`src/rtl/hdma_pkg.sv`:
```
package hdma_pkg;

    localparam int unsigned HD_WIDTH = 32;

    typedef enum logic [1:0] {
        XFER_OFF = 2'd0,
        XFER_IN  = 2'd1,
        XFER_OUT = 2'd2
    } xfer_dir_e;

    typedef struct packed {
        logic alt_mode;
        logic dir_out;
        logic dir_in;
    } hd_ctl_t;

    typedef struct packed {
        logic hi;
        logic fall;
    } strobe_t;

    function automatic xfer_dir_e decode_dir(hd_ctl_t c);
        xfer_dir_e d;
        d = XFER_OFF;
        if (!c.alt_mode) begin
            case ({c.dir_out, c.dir_in})
                2'b01:   d = XFER_IN;
                2'b10:   d = XFER_OUT;
                default: d = XFER_OFF;
            endcase
        end
        return d;
    endfunction

endpackage

```
`src/rtl/hdma_ctl.sv`:
```
module hdma_ctl
    import hdma_pkg::*;
(
    input  logic      clk,
    input  logic      rst,
    input  logic      ctl_wr,
    input  logic [2:0] ctl_wdata,
    input  logic      ext_ack,
    output xfer_dir_e dir,
    output strobe_t   stb
);
    hd_ctl_t ctl_q;
    logic    ack_q;

    always_ff @(posedge clk) begin
        if (rst) begin
            ctl_q <= '0;
            ack_q <= 1'b0;
        end else begin
            if (ctl_wr) ctl_q <= hd_ctl_t'(ctl_wdata);
            ack_q <= ext_ack;
        end
    end

    assign dir     = decode_dir(ctl_q);
    assign stb.hi  = ext_ack;
    assign stb.fall = ack_q && !ext_ack;

endmodule

```
`src/rtl/hdma_inbound.sv`:
```
module hdma_inbound
    import hdma_pkg::*;
#(
    parameter int unsigned W = HD_WIDTH
) (
    input  logic         clk,
    input  logic         rst,
    input  logic         en,
    input  strobe_t      stb,
    input  logic [W-1:0] wdata,
    input  logic         loc_ack,
    output logic [W-1:0] rdata,
    output logic         tx_free,
    output logic         rx_full
);
    logic [W-1:0] tx_q, rx_q;
    logic         tx_full_q, rx_full_q;
    logic         move;

    assign move = tx_full_q && !rx_full_q;

    always_ff @(posedge clk) begin
        if (rst) begin
            tx_q      <= '0;
            rx_q      <= '0;
            tx_full_q <= 1'b0;
            rx_full_q <= 1'b0;
        end else begin
            if (en && stb.hi && !tx_full_q) tx_q <= wdata;
            if (move) begin
                rx_q      <= tx_q;
                rx_full_q <= 1'b1;
                tx_full_q <= 1'b0;
            end else begin
                if (en && stb.fall) tx_full_q <= 1'b1;
                if (en && loc_ack && rx_full_q) rx_full_q <= 1'b0;
            end
        end
    end

    assign rdata   = rx_q;
    assign tx_free = !tx_full_q;
    assign rx_full = rx_full_q;

    AST_WAIT_WHILE_FULL: assert property (@(posedge clk) disable iff (rst)
        (tx_full_q && rx_full_q) |=> tx_full_q);
    AST_MOVE_CARRIES_WORD: assert property (@(posedge clk) disable iff (rst)
        $fell(tx_full_q) |-> (rx_full_q && rx_q == $past(tx_q)));
    AST_READ_CLEARS_FULL: assert property (@(posedge clk) disable iff (rst)
        (en && loc_ack && rx_full_q) |=> !rx_full_q);

endmodule

```
`src/rtl/hdma_outbound.sv`:
```
module hdma_outbound
    import hdma_pkg::*;
#(
    parameter int unsigned W = HD_WIDTH
) (
    input  logic         clk,
    input  logic         rst,
    input  logic         en,
    input  logic         ack_fall,
    input  logic         loc_ack,
    input  logic [W-1:0] loc_wdata,
    output logic [W-1:0] ob_data,
    output logic         ob_full
);
    logic [W-1:0] ob_q;
    logic         ob_full_q;

    always_ff @(posedge clk) begin
        if (rst) begin
            ob_q      <= '0;
            ob_full_q <= 1'b0;
        end else if (en) begin
            if (loc_ack && !ob_full_q) begin
                ob_q      <= loc_wdata;
                ob_full_q <= 1'b1;
            end else if (ack_fall && ob_full_q) begin
                ob_full_q <= 1'b0;
            end
        end
    end

    assign ob_data = ob_q;
    assign ob_full = ob_full_q;

    AST_LOAD_FILLS: assert property (@(posedge clk) disable iff (rst)
        (en && loc_ack && !ob_full_q) |=> (ob_full_q && ob_q == $past(loc_wdata)));
    AST_DRAIN_EMPTIES: assert property (@(posedge clk) disable iff (rst)
        (en && ack_fall && ob_full_q) |=> !ob_full_q);
    AST_OFF_FROZEN: assert property (@(posedge clk) disable iff (rst)
        !en |=> ($stable(ob_full_q) && $stable(ob_q)));

endmodule

```
`src/rtl/hdma_port.sv`:
```
module hdma_port
    import hdma_pkg::*;
#(
    parameter int unsigned W = HD_WIDTH
) (
    input  logic         clk,
    input  logic         rst,
    input  logic         ctl_wr,
    input  logic [2:0]   ctl_wdata,
    input  logic         ext_ack,
    input  logic [W-1:0] ext_wdata,
    output logic [W-1:0] ext_rdata,
    output logic         ext_req,
    input  logic         loc_ack,
    input  logic [W-1:0] loc_wdata,
    output logic [W-1:0] loc_rdata,
    output logic         loc_req
);
    xfer_dir_e    dir;
    strobe_t      stb;
    logic         in_en, out_en;
    logic         tx_free, rx_full, ob_full;
    logic [W-1:0] ob_data;

    hdma_ctl u_ctl (
        .clk       (clk),
        .rst       (rst),
        .ctl_wr    (ctl_wr),
        .ctl_wdata (ctl_wdata),
        .ext_ack   (ext_ack),
        .dir       (dir),
        .stb       (stb)
    );

    assign in_en  = (dir == XFER_IN);
    assign out_en = (dir == XFER_OUT);

    hdma_inbound #(.W(W)) u_in (
        .clk     (clk),
        .rst     (rst),
        .en      (in_en),
        .stb     (stb),
        .wdata   (ext_wdata),
        .loc_ack (loc_ack),
        .rdata   (loc_rdata),
        .tx_free (tx_free),
        .rx_full (rx_full)
    );

    hdma_outbound #(.W(W)) u_out (
        .clk       (clk),
        .rst       (rst),
        .en        (out_en),
        .ack_fall  (stb.fall),
        .loc_ack   (loc_ack),
        .loc_wdata (loc_wdata),
        .ob_data   (ob_data),
        .ob_full   (ob_full)
    );

    always_comb begin
        ext_req   = 1'b0;
        loc_req   = 1'b0;
        ext_rdata = '0;
        if (in_en) begin
            ext_req = tx_free;
            loc_req = rx_full;
        end else if (out_en) begin
            ext_req = ob_full;
            loc_req = !ob_full;
            if (ext_ack) ext_rdata = ob_data;
        end
    end

    AST_RESET_QUIET: assert property (@(posedge clk)
        rst |=> (!ext_req && !loc_req && ext_rdata == '0));

endmodule

```
`config.mk`:
```
export PLATFORM = sky130hd
export DESIGN_NAME = hdma_port
export DESIGN_NICKNAME = d
export VERILOG_FILES = /design/src/rtl/hdma_pkg.sv /design/src/rtl/hdma_ctl.sv /design/src/rtl/hdma_inbound.sv /design/src/rtl/hdma_outbound.sv /design/src/rtl/hdma_port.sv
export SDC_FILE = /design/constraint.sdc
export NUM_CORES = 1
export LEC_CHECK = 0
export BUFFER_PORTS_ARGS = -buffer_cell sky130_fd_sc_hd__buf_2
export CAP_MARGIN = 0
export CORE_MARGIN = 5
export CORE_UTILIZATION = 52
export DETAILED_ROUTE_END_ITERATION = 10
export PLACE_DENSITY = 0.81
export SLEW_MARGIN = 20
export SYNTH_ARGS = -nofsm -noshare
export SYNTH_HDL_FRONTEND = slang
export SYNTH_SLANG_ARGS = --single-unit
```
`constraint.sdc`:
```
create_clock -name clk -period 2.27 [get_ports clk]
set_clock_uncertainty 0.1 [all_clocks]
set_input_delay 0.3405 -clock clk [delete_from_list [all_inputs] [get_ports clk]]
set_output_delay 0.3405 -clock clk [all_outputs]
set_load 0.02 [all_outputs]
```
==> flow_metrics.py <==
metrics = {
    "timing": {
        "fin_crit_sh_pct": 91.3,
        "hold_viol_final": 0,
        "fin_crit_ns": 2.07,
        "holdWs_ns": 0.117,
        "rsz0062_at_grt": "false",
        "fin_setup_tns_ns": 0,
        "max_freq_ghz": 0.483,
        "worst_pin_slew_ns": 0.514,
        "slew_violations": 0,
        "setup_viol": 0,
        "slew_headroom_pct": 65.8,
    },
    "floorplanning": {
        "coreArea_um2": 8640,
        "dieArea_um2": 10700,
        "ios": 138,
        "die_w_um": 104,
        "rows": 34,
        "die_h_um": 104,
        "initial_core_util_pct": 52.7,
    },
    "global_routing": {
        "met2_usage_pct": 27.1,
        "grt.busiest_layer": "met2",
        "grt_pass1_vias": 3387,
        "grtUsageMet3_pct": 6.97,
        "grt_pass1_wl_um": 16000,
        "overflow": 0,
        "met1_usage_pct": 22.3,
        "grt_max_degree": 168,
        "grt_usage_pct": 17.4,
        "antenna_found_initial": 0,
    },
    "hold_path": {
        "min_path_type": "input pin to register",
    },
    "synth": {
        "syn_area_um2": 4550,
        "ys_top_cells_by_area": "dfxtp_1, nand2b_1, mux2i_1",
        "synthesis.nets": 562,
        "synth-seq-area-share_pct": 45.3,
        "synthCells": 490,
        "synth_top_area_share_pct": 45.3,
        "yosys.area.top_type": "dfxtp_1",
        "avgSynthCellArea_um2": 9.29,
        "yosysUniqueCellTypes": 20,
        "yosys_register_bits": 103,
        "yosysWarnings": 0,
    },
    "route": {
        "initialDrtViolationCount": 131,
        "wirelength_um": 9320,
        "wl_per_cell_um": 13.0,
        "via_per_inst": 4.92,
        "dr_total_vias": 3530,
        "drt_pass1_iterations": 4,
        "antenna_left": 0,
        "drc": 0,
    },
    "placement": {
        "io_buffers": 137,
        "hpwlAfterDp_um": 6270,
        "place.gp.congestion": 0.792,
        "place_inst": 702,
    },
    "setup_path": {
        "critical_path_arrival_ns": 1.63,
        "criticalPathCategory": "register to output port",
        "cp_slowest_stage_delay_ns": 0.41,
        "r2r_slack_ns": 0.44,
        "crit_chain": "nor3b_4, buf_12, and3_1, buf_2",
        "start_kind": "register",
        "critical_path_required_ns": 1.83,
        "crit_path_end_kind": "output port",
        "crit_path_top_delay_cell": "dfxtp_1",
        "crit_fanout": 30,
    },
    "power": {
        "max-vdd-ir-drop_v": 0.000274,
        "p_leak_nw": 2.32,
        "seqPwrFrac_pct": 57.9,
        "p_clk_share_pct": 33.7,
        "p_sw_share_pct": 25.1,
        "powerDensity_nw_per_um2": 593,
        "power_frac_comb_pct": 8.4,
        "p_switching_w": 0.000807,
        "internal_power_w": 0.00241,
    },
    "flow_run": {
        "cap_violations": 0,
    },
    "outcome": {
        "status": "completed",
    },
    "finish": {
        "syn_to_final_growth_pct": 19.2,
        "num-fill-cells": 770,
        "post-route-util_pct": 62.8,
        "drive_gt1_share_pct": 26.7,
        "final_nets": 677,
        "layoutNonFillerInstCount": 718,
        "multiInputGateArea_um2": 2250,
        "seq_area_um2": 2060,
        "diodes": 0,
    },
    "clock_tree": {
        "path_clk_slew_ns": 0.10,
        "cts_sinks": 103,
        "root_buffer": "clkbuf_8",
        "htreeDepth": 3,
        "clk_latency_ns": 0.35,
        "ctsHoldBuffers": 0,
        "cts_tree": "yes",
        "clock_path_buffers": 2,
        "cts_buffers": 9,
    },
}
[per-layer routing]
layer	part of all wire, %	up-vias
met5	0	-
met4	0.84	0
met3	7.7	6
met2	46	94
met1	45	1600
li1	-	1830
[worst max-delay path: cells and delay by family, from the launching register on]
family	cells	cell delay [ns]
simple gates	2	0.50
buf+inv	2	0.36
flops	1	0.41
[Yosys cell counts]
master,count
a21oi_1,34
nand2_1,67
buf_1,1
clkbuf_1,29
nor2b_1,2
buf_6,2
nor2_1,4
or3b_1,2
mux2i_1,67
and3_1,32
nor3b_1,2
or3_1,1
nand3b_1,1
buf_2,1
dfxtp_1,103
nand2b_1,130
o21ai_0,3
buf_12,6
nor3b_2,2
a311oi_1,1
[flip-flops by register name, summed over array words and instances (netlist names)]
register and count:
u_in.rdata 32, u_in.tx_q 32, u_out.ob_data 32, u_ctl.ctl_q 3, u_ctl.ack_q 1, u_in.rx_full 1, u_in.tx_full_q 1, u_out.ob_full 1
[layout by cell type, fill, tap and decap left out]
master,count
a21oi_1,34
a311oi_1,1
and3_1,32
buf_12,4
buf_2,136
buf_4,3
clkbuf_8,9
clkinv_4,5
dfxtp_1,103
inv_8,2
mux2i_1,67
nand2_1,67
nand2b_1,130
nand3b_1,1
nor2_1,4
nor2b_1,1
nor2b_2,1
nor3b_1,1
nor3b_4,3
o21ai_0,3
or3_1,1
or3b_1,2
[kinds of logic after synthesis]
| logic type | count (synthesis) | share of synthesized area [%] |
|---|---|---|
| simple gates | 243 | 30.0 |
| flops | 103 | 45.3 |
| mux | 67 | 14.7 |
| buf+inv | 39 | 5.72 |
| compound gates | 38 | 4.26 |
[power groups by stage]
stage | clock network, W | logic [W] | registers [W]
2_1_floorplan | 0 | 0.000184 | 0.00190
3_3_place_gp | 0 | 0.000265 | 0.00190
3_5_place_dp | 0 | 0.000272 | 0.00190
4_1_cts | 0.00112 | 0.000273 | 0.00186
5_1_grt | 0.00121 | 0.000302 | 0.00187
6_report | 0.00108 | 0.000270 | 0.00186
[cell type report]
type / instances / share of cell area, %
flip-flops and latches: 103 / 38.0
clock buffers: 9 / 2.28
repair buffers: 143 / 14.4
multi-input cells: 348 / 41.6
clock inverters: 7 / 1.22
well taps: 108 / 2.49
[per-stage QoR]
step                      setup WS [ns]  area (um2)  total power (W)
after floorplan                   0.532        4550          0.00208
after global routing             0.0725        5430          0.00338
after detailed placement          0.497        5230          0.00217
after global placement            0.553        5230          0.00217
after CTS                         0.145        5420          0.00326
final                             0.199        5430          0.00322
[timing repair]
item	CTS	global route
setup buffers	0	0
setup endpoints to repair	0	5
hold endpoints to repair	0	0
resized for setup	0	1
[path summary, 6_finish.rpt]
kind,startpoint,endpoint,cells past startpoint
max,u_ctl.ctl_q[1]$_SDFFE_PP0P_,ext_rdata[30],4
min,ctl_wdata[0],u_ctl.ctl_q[0]$_SDFFE_PP0P_,3
max reg2reg,u_ctl.ctl_q[0]$_SDFFE_PP0P_,u_in.tx_q[20]$_SDFFE_PP0P_,4
min reg2reg,u_in.tx_q[24]$_SDFFE_PP0P_,u_in.rdata[24]$_SDFFE_PP0P_,2
Note: power is estimated with default switching activity, not from simulation.
